<file path="src/rtl/seq_pkg.sv">
package seq_pkg;
    localparam int OPC_W   = 4;
    localparam int NUM_OPC = 1 << OPC_W;
    localparam int SRC_PC  = 0;
    localparam int SRC_MDR = 1;
    localparam int SRC_ALU = 2;
    localparam int SRC_EA  = 3;
    localparam int SRC_REG = 4;
    localparam int NUM_SRC = 5;

    typedef enum logic [3:0] {
        ST_F1, ST_F2, ST_F3, ST_DEC, ST_EA, ST_OP, ST_EX, ST_STO
    } seq_state_t;

    typedef enum logic [2:0] {
        PH_FETCH = 3'd0, PH_DECODE = 3'd1, PH_ADDR = 3'd2,
        PH_OPND = 3'd3, PH_EXEC = 3'd4, PH_STORE = 3'd5
    } phase_t;

    typedef enum logic [2:0] {
        CL_NOP, CL_ALU, CL_LDB, CL_LDP, CL_STB, CL_STP, CL_BR, CL_JMP
    } op_class_t;

    typedef struct packed {
        logic [NUM_SRC-1:0] bus_en;
        logic mar_ld;
        logic mdr_ld;
        logic ir_ld;
        logic pc_ld;
        logic pc_inc;
        logic reg_ld;
        logic cc_ld;
        logic mem_rd;
        logic mem_wr;
    } ctrl_t;

    function automatic op_class_t classify(input logic [OPC_W-1:0] opc);
        case (opc)
            4'd1, 4'd5, 4'd9: return CL_ALU;
            4'd6:             return CL_LDB;
            4'd2:             return CL_LDP;
            4'd7:             return CL_STB;
            4'd3:             return CL_STP;
            4'd0:             return CL_BR;
            4'd12:            return CL_JMP;
            default:          return CL_NOP;
        endcase
    endfunction

    function automatic logic uses_base(input op_class_t c);
        return (c == CL_LDB) || (c == CL_STB) || (c == CL_JMP);
    endfunction

    function automatic logic is_store(input op_class_t c);
        return (c == CL_STB) || (c == CL_STP);
    endfunction

    function automatic phase_t phase_of(input seq_state_t s);
        case (s)
            ST_DEC:  return PH_DECODE;
            ST_EA:   return PH_ADDR;
            ST_OP:   return PH_OPND;
            ST_EX:   return PH_EXEC;
            ST_STO:  return PH_STORE;
            default: return PH_FETCH;
        endcase
    endfunction
endpackage

</file>
<file path="src/rtl/seq_decode.sv">
module seq_decode
    import seq_pkg::*;
(
    input  logic [OPC_W-1:0]   opc,
    output logic [NUM_OPC-1:0] opc_line,
    output op_class_t          op_class
);
    for (genvar g = 0; g < NUM_OPC; g++) begin : g_line
        assign opc_line[g] = (opc == OPC_W'(g));
    end

    assign op_class = classify(opc);
endmodule

</file>
<file path="src/rtl/seq_addr.sv">
module seq_addr #(
    parameter int W     = 16,
    parameter int OFF_B = 6,
    parameter int OFF_P = 9
) (
    input  logic [OFF_P-1:0] off_field,
    input  logic [W-1:0]     pc,
    input  logic [W-1:0]     base_val,
    input  logic             use_base,
    output logic [W-1:0]     ea
);
    logic [W-1:0] off_b_ext;
    logic [W-1:0] off_p_ext;

    assign off_b_ext = {{(W-OFF_B){off_field[OFF_B-1]}}, off_field[OFF_B-1:0]};
    assign off_p_ext = {{(W-OFF_P){off_field[OFF_P-1]}}, off_field};
    assign ea = use_base ? (base_val + off_b_ext) : (pc + off_p_ext);
endmodule

</file>
<file path="src/rtl/seq_fsm.sv">
module seq_fsm
    import seq_pkg::*;
(
    input  logic       clk,
    input  logic       rst,
    input  logic       step_en,
    input  logic       mem_ready,
    input  op_class_t  op_class,
    input  logic [2:0] mask,
    input  logic [2:0] nzp,
    output ctrl_t      ctrl,
    output phase_t     phase
);
    seq_state_t state, nxt;
    ctrl_t      c;
    logic       taken;

    assign taken = |(mask & nzp);

    always_comb begin
        c   = '0;
        nxt = state;
        case (state)
            ST_F1: begin
                c.bus_en[SRC_PC] = 1'b1;
                c.mar_ld         = 1'b1;
                nxt              = ST_F2;
            end
            ST_F2: begin
                c.mem_rd = 1'b1;
                c.mdr_ld = mem_ready;
                if (mem_ready) nxt = ST_F3;
            end
            ST_F3: begin
                c.bus_en[SRC_MDR] = 1'b1;
                c.ir_ld           = 1'b1;
                c.pc_inc          = 1'b1;
                nxt               = ST_DEC;
            end
            ST_DEC: begin
                case (op_class)
                    CL_ALU:                         nxt = ST_STO;
                    CL_LDB, CL_LDP, CL_STB, CL_STP: nxt = ST_EA;
                    CL_BR, CL_JMP:                  nxt = ST_EX;
                    default:                        nxt = ST_F1;
                endcase
            end
            ST_EA: begin
                c.bus_en[SRC_EA] = 1'b1;
                c.mar_ld         = 1'b1;
                nxt              = ST_OP;
            end
            ST_OP: begin
                if (is_store(op_class)) begin
                    c.bus_en[SRC_REG] = 1'b1;
                    c.mdr_ld          = 1'b1;
                    nxt               = ST_STO;
                end else begin
                    c.mem_rd = 1'b1;
                    c.mdr_ld = mem_ready;
                    if (mem_ready) nxt = ST_STO;
                end
            end
            ST_EX: begin
                if (op_class == CL_JMP || taken) begin
                    c.bus_en[SRC_EA] = 1'b1;
                    c.pc_ld          = 1'b1;
                end
                nxt = ST_F1;
            end
            ST_STO: begin
                if (is_store(op_class)) begin
                    c.mem_wr = 1'b1;
                    if (mem_ready) nxt = ST_F1;
                end else begin
                    if (op_class == CL_ALU) c.bus_en[SRC_ALU] = 1'b1;
                    else                    c.bus_en[SRC_MDR] = 1'b1;
                    c.reg_ld = 1'b1;
                    c.cc_ld  = 1'b1;
                    nxt      = ST_F1;
                end
            end
            default: nxt = ST_F1;
        endcase
    end

    always_ff @(posedge clk) begin
        if (rst)          state <= ST_F1;
        else if (step_en) state <= nxt;
    end

    assign ctrl  = step_en ? c : '0;
    assign phase = phase_of(state);

    // no simultaneous read and write
    p_rw_excl_r12: assert property (@(posedge clk) disable iff (rst)
        !(ctrl.mem_rd && ctrl.mem_wr));

    // a fetch read without completion repeats
    p_fetch_wait_r12: assert property (@(posedge clk) disable iff (rst)
        (state == ST_F2 && step_en && !mem_ready) |=> state == ST_F2);

    // decode drives no strobe
    p_decode_quiet_r4: assert property (@(posedge clk) disable iff (rst)
        (state == ST_DEC) |-> (ctrl == '0));
endmodule

</file>
<file path="src/rtl/insn_sequencer.sv">
module insn_sequencer
    import seq_pkg::*;
#(
    parameter int          W        = 16,
    parameter int          OFF_B    = 6,
    parameter int          OFF_P    = 9,
    parameter logic [15:0] RESET_PC = 16'h3000
) (
    input  logic               clk,
    input  logic               rst,
    input  logic               step_en,
    input  logic               mem_ready,
    input  logic [W-1:0]       bus,
    input  logic [W-1:0]       base_val,
    input  logic [2:0]         cond_nzp,
    output logic [NUM_SRC-1:0] bus_src,
    output logic               mar_ld,
    output logic               mdr_ld,
    output logic               reg_ld,
    output logic               cc_ld,
    output logic               mem_rd,
    output logic               mem_wr,
    output logic [W-1:0]       pc,
    output logic [W-1:0]       ir,
    output logic [W-1:0]       ea,
    output logic [NUM_OPC-1:0] opc_line,
    output logic [2:0]         phase
);
    localparam int OPC_LSB = W - OPC_W;
    localparam int MSK_LSB = OPC_LSB - 3;

    ctrl_t     ctrl;
    op_class_t op_class;
    phase_t    phase_e;

    seq_decode u_dec (
        .opc      (ir[W-1:OPC_LSB]),
        .opc_line (opc_line),
        .op_class (op_class)
    );

    seq_addr #(.W(W), .OFF_B(OFF_B), .OFF_P(OFF_P)) u_addr (
        .off_field (ir[OFF_P-1:0]),
        .pc        (pc),
        .base_val  (base_val),
        .use_base  (uses_base(op_class)),
        .ea        (ea)
    );

    seq_fsm u_fsm (
        .clk       (clk),
        .rst       (rst),
        .step_en   (step_en),
        .mem_ready (mem_ready),
        .op_class  (op_class),
        .mask      (ir[OPC_LSB-1:MSK_LSB]),
        .nzp       (cond_nzp),
        .ctrl      (ctrl),
        .phase     (phase_e)
    );

    always_ff @(posedge clk) begin
        if (rst)               pc <= W'(RESET_PC);
        else if (ctrl.pc_ld)   pc <= bus;
        else if (ctrl.pc_inc)  pc <= pc + W'(1);
    end

    always_ff @(posedge clk) begin
        if (rst)              ir <= '0;
        else if (ctrl.ir_ld)  ir <= bus;
    end

    assign bus_src = ctrl.bus_en;
    assign mar_ld  = ctrl.mar_ld;
    assign mdr_ld  = ctrl.mdr_ld;
    assign reg_ld  = ctrl.reg_ld;
    assign cc_ld   = ctrl.cc_ld;
    assign mem_rd  = ctrl.mem_rd;
    assign mem_wr  = ctrl.mem_wr;
    assign phase   = phase_e;

    logic rst_q;
    always_ff @(posedge clk) rst_q <= rst;

    // program counter and first step right after reset
    always_ff @(posedge clk) begin
        if (!rst && rst_q)
            p_reset_pc_r1: assert (pc == W'(RESET_PC) && phase_e == PH_FETCH && mar_ld);
    end

    // at most one bus driver
    p_bus_onehot_r10: assert property (@(posedge clk) disable iff (rst)
        $onehot0(bus_src));

    // instruction capture advances the program counter by one
    p_pc_step_r2: assert property (@(posedge clk) disable iff (rst)
        ctrl.ir_ld |=> pc == $past(pc) + W'(1));

    // a program counter load takes the computed address off the bus
    p_pc_load_r9: assert property (@(posedge clk) disable iff (rst)
        ctrl.pc_ld |-> bus == ea);

    // frozen cycles change nothing
    p_freeze_r11: assert property (@(posedge clk) disable iff (rst)
        !step_en |=> ($stable(pc) && $stable(ir) && $stable(phase_e)));
endmodule

</file>
<file path="config.mk">
export PLATFORM = sky130hd
export DESIGN_NAME = insn_sequencer
export DESIGN_NICKNAME = d
export VERILOG_FILES = /design/src/rtl/seq_pkg.sv /design/src/rtl/seq_decode.sv /design/src/rtl/seq_addr.sv /design/src/rtl/seq_fsm.sv /design/src/rtl/insn_sequencer.sv
export SDC_FILE = /design/constraint.sdc
export NUM_CORES = 1
export LEC_CHECK = 0
export ABC_AREA = 1
export CAP_MARGIN = 20
export CORE_ASPECT_RATIO = 0.5
export CORE_MARGIN = 4
export CORE_UTILIZATION = 50
export CTS_CLUSTER_DIAMETER = 40
export DETAILED_ROUTE_END_ITERATION = 10
export MAX_ROUTING_LAYER = met4
export PLACE_DENSITY_LB_ADDON = 0.12
export SETUP_SLACK_MARGIN = 0.2
export SLEW_MARGIN = 20
export SYNTH_ARGS = -nofsm -noshare
export SYNTH_HDL_FRONTEND = slang
export SYNTH_SLANG_ARGS = --single-unit
</file>
<file path="constraint.sdc">
create_clock -name clk -period 4 [get_ports clk]
set_input_delay 1.2 -clock clk [delete_from_list [all_inputs] [get_ports clk]]
set_output_delay 1.2 -clock clk [all_outputs]
set_load 0.005 [all_outputs]
</file>
== Word-level counts from Yosys, hierarchy flattened ==
Memories as Yosys holds them, arrays and structs flattened. A register that Yosys moved wholly into a read port is not among the register bits.
Index checks and enable logic that the tools add are counted.

* Add/subtract/negate cells: 3
* Eq/ne operators: 32
* Multiplexer cells: 34
* Bitwise logic cells: 1
* Reduce and logical (&&, ||, !) cells: 12

{| class="wikitable"
|+ Operators with widths
! kind !! count
|-
| 16-bit two-way mux || 3
|-
| 16-bit adder || 2
|-
| 4-bit by 3-bit == test with 1-bit output, second input constant || 8
|-
| 4-bit == test, second input constant || 8
|-
| 4-bit two-way mux || 7
|-
| 4-bit case mux with 7 select lines || 1
|-
| 16-bit by 1-bit adder with 16-bit output, second input constant || 1
|-
| 4-bit by 2-bit == test with 1-bit output, second input constant || 4
|-
| 3-bit case mux with 5 select lines || 1
|-
| 14-bit two-way mux || 1
|-
| 1-bit two-way mux || 13
|-
| 3-bit == test, second input constant || 4
|-
| 3-bit case mux with 3 select lines || 1
|-
| 4-bit by 1-bit == test with 1-bit output, second input constant || 2
|-
| 4-bit zero test || 2
|-
| 1-bit case mux with 2 select lines || 4
|-
| 3-bit by 2-bit == test with 1-bit output, second input constant || 2
|-
| 2-bit two-way mux || 3
|-
| 1-bit logical OR || 4
|-
| 4-bit AND reduction || 1
|-
| 2-bit OR reduction || 2
|-
| 4-bit OR reduction || 1
|-
| 3-bit bitwise AND || 1
|-
| 3-bit by 1-bit == test with 1-bit output, second input constant || 1
|-
| 5 further kinds || 5
|}

* Register bits: 36
* Bits in read-only memories: 48
* Input bits: 39
* Output and inout port bits: 78
* Word-level logic and storage cells: 86
* Memories: 1

{| class="wikitable"
|+ Memories
! name !! words !! width !! read ports !! clocked after Yosys merged registers in !! write ports !! RTL line !! text
|-
| (no name shown) || 16 || 3 || 1 || 1 || 0 || seq_pkg.sv:38 || <nowiki>case (opc)</nowiki>
|}

== Depth between registers and ports, before layout ==
Gate-level depths: netlist of run 1.

* Word-level depth: 8
* Depth in mapped cells: 14
* Depth with buffers taken out: 13

== Modules after synthesis ==
A second synthesis of run 1 with hierarchy kept.

* Cells, all modules: 743
* Area total of the unflattened synthesis: 4159.0 um^2

{| class="wikitable"
|+ By module, submodules not included
! module !! times used !! cells each !! area each (um^2) !! sequential area each (um^2)
|-
| seq_addr || 1 || 391 || 1960.6 || 0.0
|-
| insn_sequencer || 1 || 225 || 1549.0 || 640.6
|-
| seq_fsm || 1 || 77 || 410.4 || 60.1
|-
| seq_decode || 1 || 50 || 239.0 || 0.0
|}

== Least setup slack after synthesis of run 1 ==
No wires, ideal clock.

* Kind: input to output
* Start: in base_val[0]
* End: out ea[6]
* Arrival time: 2.468 ns
* Data required time: 2.800 ns
* Slack: 0.332 ns
* Cell stages on the path: 9
* Buffers on the path: 0
* Cells stage by stage: ha_1 fa_1 nand2_1 nand3_1 nand3_1 nand2_1 or2_2 nand3_1 nand2_1

* Longest elaborated chain between the ends: 2

{| class="wikitable"
|+ RTL lines
! element !! RTL line !! text
|-
| start, declared || insn_sequencer.sv:14 || <nowiki>input logic [W-1:0] base_val,</nowiki>
|-
| 16-bit adder || seq_addr.sv:17 || <nowiki>assign ea = use_base ? (base_val + off_b_ext) : (pc + off_p_ext);</nowiki>
|-
| 16-bit two-way mux || seq_addr.sv:17 ||
|-
| end, declared || insn_sequencer.sv:25 || <nowiki>output logic [W-1:0] ea,</nowiki>
|}

Every way passes these cells.

== Worst setup path after layout of run 1 ==
* Start: in base_val[0]
* End: out ea[10]

The elaborated chain is that of the path after synthesis.

==> results_dict.tcl, run 1 <==
set metrics [dict create \
    hold_ws_ns 0.5173 \
    fin_crit_sh_pct 97.72 \
    status "finished clean" \
    crit_path_top_delay_cell "fa_2" \
    track_usage_pct 26.64 \
    peakVddDrop_mv 0.2154 \
    drv_slew 0 \
    final_util_pct 75.93 \
    grt_pass1_wl_um 22340 \
    fp.dieH_um 74.16 \
    cts_tree "done" \
    boundaryPins 117 \
    setup_viol 0 \
    std_cell_rows 23 \
    drt_iter0_drc 483 \
    drtAntennaViolNets 0 \
    finalClockSkew_ns 0.002112 \
    antenna_found_initial 0 \
    synth_top_family_by_area "simple AND/OR/NAND/NOR gates" \
    wl_um 14260 \
    synthArstFlopShare_pct 0 \
    p_leak_nw 3.223 \
    wl_per_cell_um 13.87 \
    crit_top_cell "nand2_1" \
    netlist-cell-type-count 40 \
    seq_area_frac_synth_pct 17.38 \
    synth_compound_area_share_pct 9.262 \
    grt_max_degree 32 \
    worstSkewPairLatency_ns 0.28 \
    clkSlewWorstSetupHoldPaths_ns 0.06 \
    root_buffer "clkbuf_16" \
    core_sq_mm 0.008259 \
    synth_xor_area_share_pct 1.201 \
    first_pass_iters 5 \
    synth_edf_count 0 \
    cts_max_level 2 \
    hold_buffers 0 \
    drc_errors 0 \
    fin_crit_ns 3.909 \
    hold_viol_final 0 \
    layout-drive-gt1-share_pct 15.61 \
    slowest_delay_ns 0.37 \
    crit_required_ns 2.80 \
    drv_cap 0 \
    slew_headroom_pct 61.44 \
    hold_path_class "reg -> reg" \
    endpoint_kind "primary output" \
    critPathArrivalTime_ns 2.71 \
    first_global_vias 4902 \
    syn_to_final_growth_pct 43.28 \
    crit_path_start_kind "primary input" \
    nNetsFinal 991 \
    syn_area_per_cell_sq_um 5.583 \
    tritoncts.num_buffers 5 \
    routabilityCongestion 0.8863 \
    synthMuxAreaShare_pct 0 \
    synthSimpleGateAreaFrac_pct 46.71 \
    grt_setup_unrepaired "yes" \
    worstSetupPathType "in -> out" \
    n_antenna_cell 0 \
    place_hpwl_um 10030 \
    max_freq_mhz 255.8 \
    synth_ff_type "dfxtp_1" \
    powerDensity_mw_per_mm2 249.9 \
    numClockSinks 38 \
    synth_fp_nets 860 \
    synth_cells 784 \
    chipWidth_um 140.3 \
    cts.path.max_buffers 2 \
    syn_area_sq_mm 0.004377 \
    fillers 663 \
    critPathMaxFanout 4 \
    port_buffers 116 \
    crit_chain "buf_8, ha_4, fa_2, nand2_4, nand3_2, nand3_2, nand2_4, buf_6, nand2_2, nand2_1, nand2_1, nand3_1, nand2_1, buf_2" \
    vias_per_cell 5.189 \
    initial_utilization_pct 52.99 \
    ys_seq_elements 38 \
    overflow 0 \
    tightest_slew_ns 0.5784 \
    vias 5334 \
    ys_warn_count 0 \
    synth_fa_ha_area_share_pct 10.92 \
    die_area_sq_mm 0.01041 \
]
[where the power goes]
part | switching, W | total (W) | leakage, nW | internal [W]
clock network | 0.000161 | 0.000519 | 0.0940 | 0.000358
logic | 0.000328 | 0.000612 | 2.82 | 0.000284
registers | 0.0000379 | 0.000436 | 0.309 | 0.000398
total | 0.000527 | 0.00157 | 3.22 | 0.00104
[layout by cell type, fill, tap and decap left out, types with 5 or more instances in the layout]
cell type and n:
nand2_1 243, clkbuf_16 5, nor3_1 9, inv_1 116
a21oi_2 6, nor2_2 7, nand3_2 7, nand3_1 70
buf_4 27, ha_1 21, o21ai_0 25, ha_4 14
clkbuf_2 9, clkdlybuf4s50_1 84, inv_2 6, nand3b_1 5
dfxtp_1 37, nor2_1 92, nand2_4 8, a21oi_1 30
nand2_2 16, dlygate4sd2_1 10, nand4_1 5
[critical path: cells and delay by family]
family                     cells  cell delay [ns]
adders and majority gates      2             0.53
buffers and inverters          3             0.33
and+or+nand+nor                9             0.66
[flip-flops by register name, summed over array words and instances (netlist names)]
name            flops
ir                 16
pc                 16
u_dec.op_class      3
u_fsm.state         3
[cell families (layout without fill, tap and decap cells)]
family | Yosys count | in the layout
and+or+nand+nor | 481 | 481
xor gates and xnor gates | 6 | 6
AOI/OAI and AO/OA | 75 | 75
DFF | 38 | 38
buffers and inverters | 147 | 279
adders and majority gates | 37 | 37
[routing by layer]
metal	vias to the layer above	part of all wire [%]	GRT usage, %	routed length, um
met3	26	7.6	2.826	1082
met1	2369	44	33.60	6315
met2	226	47	46.98	6676
met4	0	1.3	5.800	183
met5	-	0	-	0
li1	2713	-	-	-
[synth_stat cells (all sizes together) (2+ instances only)]
cell / instances / share of area, %
o21ai: 30 / 3.4
a31oi: 3 / 0.43
o21bai: 2 / 0.34
and2: 2 / 0.29
nand3: 77 / 9.0
nand2: 268 / 23
buf: 17 / 3.2
a21oi: 37 / 4.3
clkbuf: 4 / 0.34
nor2: 103 / 9.5
fa: 2 / 0.91
dfxtp: 38 / 17
inv: 125 / 11
nand3b: 5 / 0.86
nand4: 5 / 0.71
xor2: 2 / 0.40
nor3: 14 / 1.9
ha: 35 / 10
xnor2: 4 / 0.80
or2: 5 / 0.71
[cell type report]
cell class | count | area [sq um] | share of cell area (%)
clock buffer | 5 | 125.1 | 1.995
clock inverter | 3 | 68.82 | 1.097
inverter | 126 | 481.7 | 7.682
multi-input combinational | 599 | 3374 | 53.81
sequential | 38 | 762.0 | 12.15
tap | 112 | 140.1 | 2.235
timing repair buffer | 145 | 1319 | 21.03
[final timing paths]
kind	start	to	slack, ns	cells after the start
max	base_val[0]	ea[10]	0.09	14
min	ir[7]	ir[7]	0.52	2
max reg2reg	u_fsm.state[1]	u_dec.op_class[2]	1.59	14
min reg2reg	ir[7]	ir[7]	0.52	2
[stage by stage]
step           cells  area (sq um)  total power, W  setup TNS [ns]  setup slack, ns
3_5_place_dp    1015          5702        0.001012          -6.943          -0.6913
6_report        1028          6271        0.001567               0          0.09112
3_3_place_gp    1015          5702        0.001001          -6.380          -0.6180
5_1_grt         1028          6271        0.001652               0         0.009783
4_1_cts         1026          6200        0.001536               0           0.1068
2_1_floorplan    784          4377       0.0007330               0           0.3324
[what timing repair did]
action,CTS,global route
buffers inserted,3,2
resized for setup,123,41
endpoints found under the setup margin,20,13
pin swaps,32,27
No activity file was read; power rests on OpenSTA's default activity.
==> run 2, diff against run 1 <==
CORE_MARGIN = 2   (was 4)
==> run 2 against run 1 <==
Net effect: non-clock buffer count increased by 1; maximum frequency is 0.52% higher; utilization decreased by 3.5 points; highest routed layer unchanged; clock power down 21%; cell area fell by 0.86%; global-route usage is 1.2 points higher; critical path depth stayed put; critical path type unchanged; routed wire length is 10% lower; via count decreased by 2.2%; first-iteration DRC count down 43%.
==> results_dict.tcl, run 2 (synthesis results as in run 1) <==
set metrics [dict create \
    numClockSinks 38 \
    antenna_found_initial 0 \
    critPathBufInv 3 \
    grt_setup_unrepaired "yes" \
    clock_power_share_pct 28.3 \
    overflow 0 \
    wl_um 12810 \
    cts_max_level 2 \
    reg2reg_depth 11 \
    slowest_delay_ns 0.37 \
    chipWidth_um 136.3 \
    tightest_slew_ns 0.5979 \
    place_hpwl_um 9555 \
    max_freq_mhz 257.2 \
    grt_pass1_wl_um 21450 \
    peakVddDrop_mv 0.2025 \
    reg2reg_from "u_fsm.state[1]" \
    hp-start "ir[9]" \
    p_leak_nw 3.186 \
    regToRegSetupSlack_ns 1.83 \
    critPathTopFamily "simple AND/OR/NAND/NOR gates" \
    vias_per_cell 5.047 \
    boundaryPins 117 \
    drv_cap 0 \
    first_global_vias 4757 \
    setup_viol 0 \
    slew_headroom_pct 60.02 \
    drc_errors 0 \
    tritoncts.num_buffers 5 \
    final_cell_area_sq_mm 0.006217 \
    crit_required_ns 2.80 \
    drt_iter0_drc 274 \
    hold_viol_final 0 \
    critPathArrivalTime_ns 2.69 \
    total_power_w 0.001442 \
    mostFrequentLayoutCells "242 x nand2_1, 116 x inv_1, 94 x nor2_1" \
    initial_utilization_pct 50.96 \
    status "finished clean" \
    grt_max_degree 31 \
    hold_path_class "reg -> reg" \
    fin_crit_ns 3.889 \
    fp.dieH_um 70.16 \
    final_common_cell "nand2_1" \
    hold_ws_ns 0.5169 \
    core_sq_mm 0.008588 \
    crit_path_start_kind "primary input" \
    die_area_sq_mm 0.009563 \
    cts.path.max_buffers 2 \
    wl_per_cell_um 12.39 \
    std_cell_rows 24 \
    place_area_sq_mm 0.005693 \
    combPwrFrac_pct 41.4 \
    switching_share_pct 35.45 \
    critPathMaxFanout 3 \
    worstSetupPathType "in -> out" \
    dp.cells 1018 \
    clkSlewWorstSetupHoldPaths_ns 0.06 \
    drv_slew 0 \
    p_int_w 0.0009305 \
    whs_path_depth 2 \
    finalClockSkew_ns 0.009250 \
    cts_tree "done" \
    endpoint_kind "primary output" \
    layout-drive-gt1-share_pct 15.16 \
    port_buffers 116 \
    vias 5219 \
    root_buffer "clkbuf_16" \
    pwr-share-seq_pct 30.3 \
    crit_chain "buf_6, ha_4, fa_2, nand2_4, nand3_2, nand3_2, nand2_4, buf_6, nand2_4, nand2_1, nand2_1, nand3_1, nand2_1, buf_2" \
    powerDensity_mw_per_mm2 231.9 \
    p_switching_w 0.0005111 \
    drtAntennaViolNets 0 \
    hold_path_end "ir[9]" \
    fin_cells 1034 \
    routabilityCongestion 0.8907 \
    crit_path_top_delay_cell "fa_2" \
    worstSkewPairLatency_ns 0.28 \
    fin_setup_tns_ns 0 \
    track_usage_pct 27.81 \
    first_pass_iters 4 \
    n_antenna_cell 0 \
    syn_to_final_growth_pct 42.05 \
    fin_crit_sh_pct 97.22 \
    largestRegisters "ir x16, pc x16" \
    r2r-end "u_dec.op_class[1]" \
    nNetsFinal 992 \
]
[run 2: cell count changes in the layout (fill, tap and decap cells not counted), sizes merged]
cell / delta
clkinv: -1
dlygate4sd2: +2
bufinv: -2
inv: +1
clkinvlp: +1
buf: +2
clkbuf: -2
[run 2: how the worst max path moves through the flow]
stage / startpoint / end / slack [ns] / cells after the start
final: base_val[0] / ea[14] / 0.11 / 14
after global routing: base_val[0] / ea[14] / 0.03 / 14
after CTS: base_val[0] / ea[14] / 0.09 / 14
after detailed placement: base_val[0] / ea[8] / -0.68 / 11
after global placement: base_val[0] / ea[6] / -0.62 / 11
after floorplan: base_val[0] / ea[6] / 0.33 / 9
[run 2: worst min-delay path: stages (launching register included)]
cell and delay, ns:
dfxtp_1 0.33, nor2_1 0.10, nor2_1 0.05
[run 2: power by group through the flow]
stage	Sequential [W]	Clock (W)	Combinational, W
2_1_floorplan	0.000426	0	0.000307
3_3_place_gp	0.000439	0	0.000561
3_5_place_dp	0.000439	0	0.000570
4_1_cts	0.000436	0.000411	0.000577
5_1_grt	0.000441	0.000428	0.000659
6_report	0.000437	0.000408	0.000597
[run 2: what timing repair did]
item                       4_1_cts  5_1_grt
gates resized for setup        118       32
pin swaps                       31       15
setup buffers                    5        3
setup endpoints to repair       21       13
hold buffers                     0        0
[run 2: cell type report]
class,count,area [sq um]
clock inverters,2,16.27
repair buffers,146,1323
flip-flops and latches,38,762.0
multi-input cells,599,3349
clock buffers,6,138.9
inverters,126,481.7
well taps,117,146.4
fillers,716,2371
[run 2: metal layers]
metal | track usage (%) | vias up | part of all wire [%]
met4 | 3.704 | 0 | 0.59
met5 | - | - | 0
met2 | 47.12 | 153 | 45
li1 | - | 2719 | -
met1 | 37.24 | 2337 | 50
met3 | 2.397 | 10 | 5.1
[run 2: per-stage QoR]
step	setup WS, ns	util [%]
6_report	0.1112	72.39
5_1_grt	0.02933	72.39
2_1_floorplan	0.3324	-
3_5_place_dp	-0.6768	66.29
3_3_place_gp	-0.6205	66.29
4_1_cts	0.08616	71.58
==> run 3, diff against run 2 <==
RECOVER_POWER = 50   (was not set)
==> run 3 against run 2 <==
Net effect: cell count unchanged; clock skew hardly changed; critical path depth unchanged; clock power hardly changed; sequential share of layout area barely moved; non-clock buffer count is the same; via count decreased by 0.15%; worst setup slack barely moved; routed wire length about the same; sequential cell count is the same; combinational power is 1% lower; first-iteration DRC count decreased by 14%; critical path type unchanged; critical endpoint unchanged.
==> results_dict.tcl, run 3 (synthesis results as in run 1) <==
set metrics [dict create \
    switching_share_pct 35.54 \
    drt_iter0_drc 235 \
    drtAntennaViolNets 0 \
    wl_per_cell_um 12.38 \
    hold_path_class "reg -> reg" \
    slew_headroom_pct 8.975 \
    crit_chain "buf_6, ha_4, fa_2, nand2_4, nand3_2, nand3_2, nand2_4, buf_6, nand2_4, nand2_1, nand2_1, nand3_1, nand2_1, buf_2" \
    hold_viol_final 0 \
    place_ws_ns -0.6768 \
    drv_slew 0 \
    largestRegisters "ir x16, pc x16" \
    regToRegSetupSlack_ns 1.04 \
    setup_ws_ns 0.1116 \
    port_buffers 116 \
    chipWidth_um 136.3 \
    final_util_pct 72.23 \
    cts_max_level 2 \
    slowest_delay_ns 0.37 \
    antenna_found_initial 0 \
    p_switching_w 0.0005104 \
    drc_errors 0 \
    critPathArrivalTime_ns 2.69 \
    routabilityCongestion 0.8907 \
    crit_path_top_delay_cell "fa_2" \
    hp-start "ir[9]" \
    endpoint_kind "primary output" \
    dp.cells 1018 \
    clock_power_share_pct 28.5 \
    clkSlewWorstSetupHoldPaths_ns 0.06 \
    die_area_sq_mm 0.009563 \
    status "finished clean" \
    final_common_cell "nand2_1" \
    max_freq_mhz 257.2 \
    r2r-end "u_dec.op_class[0]" \
    peakVddDrop_mv 0.2024 \
    grt_pass1_wl_um 21450 \
    drv_cap 0 \
    total_power_w 0.001436 \
    fin_crit_ns 3.888 \
    fin_crit_sh_pct 97.21 \
    wl_um 12800 \
    overflow 0 \
    crit_required_ns 2.80 \
    setup_viol 0 \
    initial_utilization_pct 50.96 \
    layout-drive-gt1-share_pct 14.72 \
    core_sq_mm 0.008588 \
    finalClockSkew_ns 0.009205 \
    numClockSinks 38 \
    combPwrFrac_pct 41.1 \
    fp.dieH_um 70.16 \
    vias_per_cell 5.040 \
    fin_setup_tns_ns 0 \
    hold_buffers 0 \
    mostFrequentLayoutCells "242 x nand2_1, 116 x inv_1, 95 x nor2_1" \
    place_hpwl_um 9555 \
    first_global_vias 4757 \
    p_leak_nw 3.262 \
    std_cell_rows 24 \
    cts.path.max_buffers 2 \
    boundaryPins 117 \
    worstSetupPathType "in -> out" \
    p_int_w 0.0009257 \
    root_buffer "clkbuf_16" \
    vias 5211 \
    reg2reg_from "u_fsm.state[1]" \
    critPathMaxFanout 3 \
    track_usage_pct 27.81 \
    nNetsFinal 992 \
    syn_to_final_growth_pct 41.74 \
    cts_tree "done" \
    tightest_slew_ns 1.365 \
    hold_path_end "ir[9]" \
    crit_path_start_kind "primary input" \
    worstSkewPairLatency_ns 0.28 \
    pwr-share-seq_pct 30.4 \
    first_pass_iters 5 \
    grt_setup_unrepaired "yes" \
    cp-startpoint "base_val[0]" \
    tritoncts.num_buffers 5 \
    n_antenna_cell 0 \
    fin_cells 1034 \
    grt_max_degree 31 \
    whs_path_depth 2 \
    reg2reg_depth 13 \
    powerDensity_mw_per_mm2 231.5 \
]
-- run 3: power by group through the flow --
stage                     Combinational, W  Sequential, W  Clock, W
after floorplan                   0.000307       0.000426         0
after global placement            0.000561       0.000439         0
after detailed placement          0.000570       0.000439         0
after CTS                         0.000577       0.000436  0.000411
after global routing              0.000653       0.000441  0.000428
final                             0.000591       0.000436  0.000409
-- run 3: repair_timing --
action,4_1_cts,5_1_grt
hold endpoints to repair,0,0
pin swaps,31,15
setup endpoints to repair,21,13
gates resized for setup,118,32
buffers inserted,5,3
-- run 3: area by class of cell --
type                       instances  area, sq um
sequential                        38        762.0
clock inverter                     2        16.27
tap                              117        146.4
multi-input combinational        599         3347
inverter                         126        481.7
fill                             720         2385
timing repair buffer             146         1311
clock buffer                       6        138.9
-- run 3: metrics by stage --
step	hold slack [ns]	area [sq um]
floorplan	0.4968	4377
global placement	0.4979	5693
detailed placement	0.5015	5693
CTS	0.5128	6147
global route	0.5341	6203
finish	0.5154	6203
-- run 3: worst max path at each step --
stage	to	slack, ns	cells after the start
6_report	ea[14]	0.11	14
3_5_place_dp	ea[8]	-0.68	11
2_1_floorplan	ea[6]	0.33	9
3_3_place_gp	ea[6]	-0.62	11
5_1_grt	ea[14]	0.03	14
4_1_cts	ea[14]	0.09	14
-- run 3: layer usage --
metal | GRT usage (%) | share of wire [%] | routed length [um]
met2 | 47.12 | 45 | 5771
met1 | 37.24 | 49 | 6287
met4 | 3.704 | 0.58 | 74
met3 | 2.397 | 5.2 | 665
met5 | - | 0 | 0
-- run 3: worst max-delay path: cells and delay by family --
kind / cells / cell delay (ns)
AND/OR/NAND/NOR: 9 / 0.64
adder cells (fa/ha/maj): 2 / 0.52
buffers and inverters: 3 / 0.32
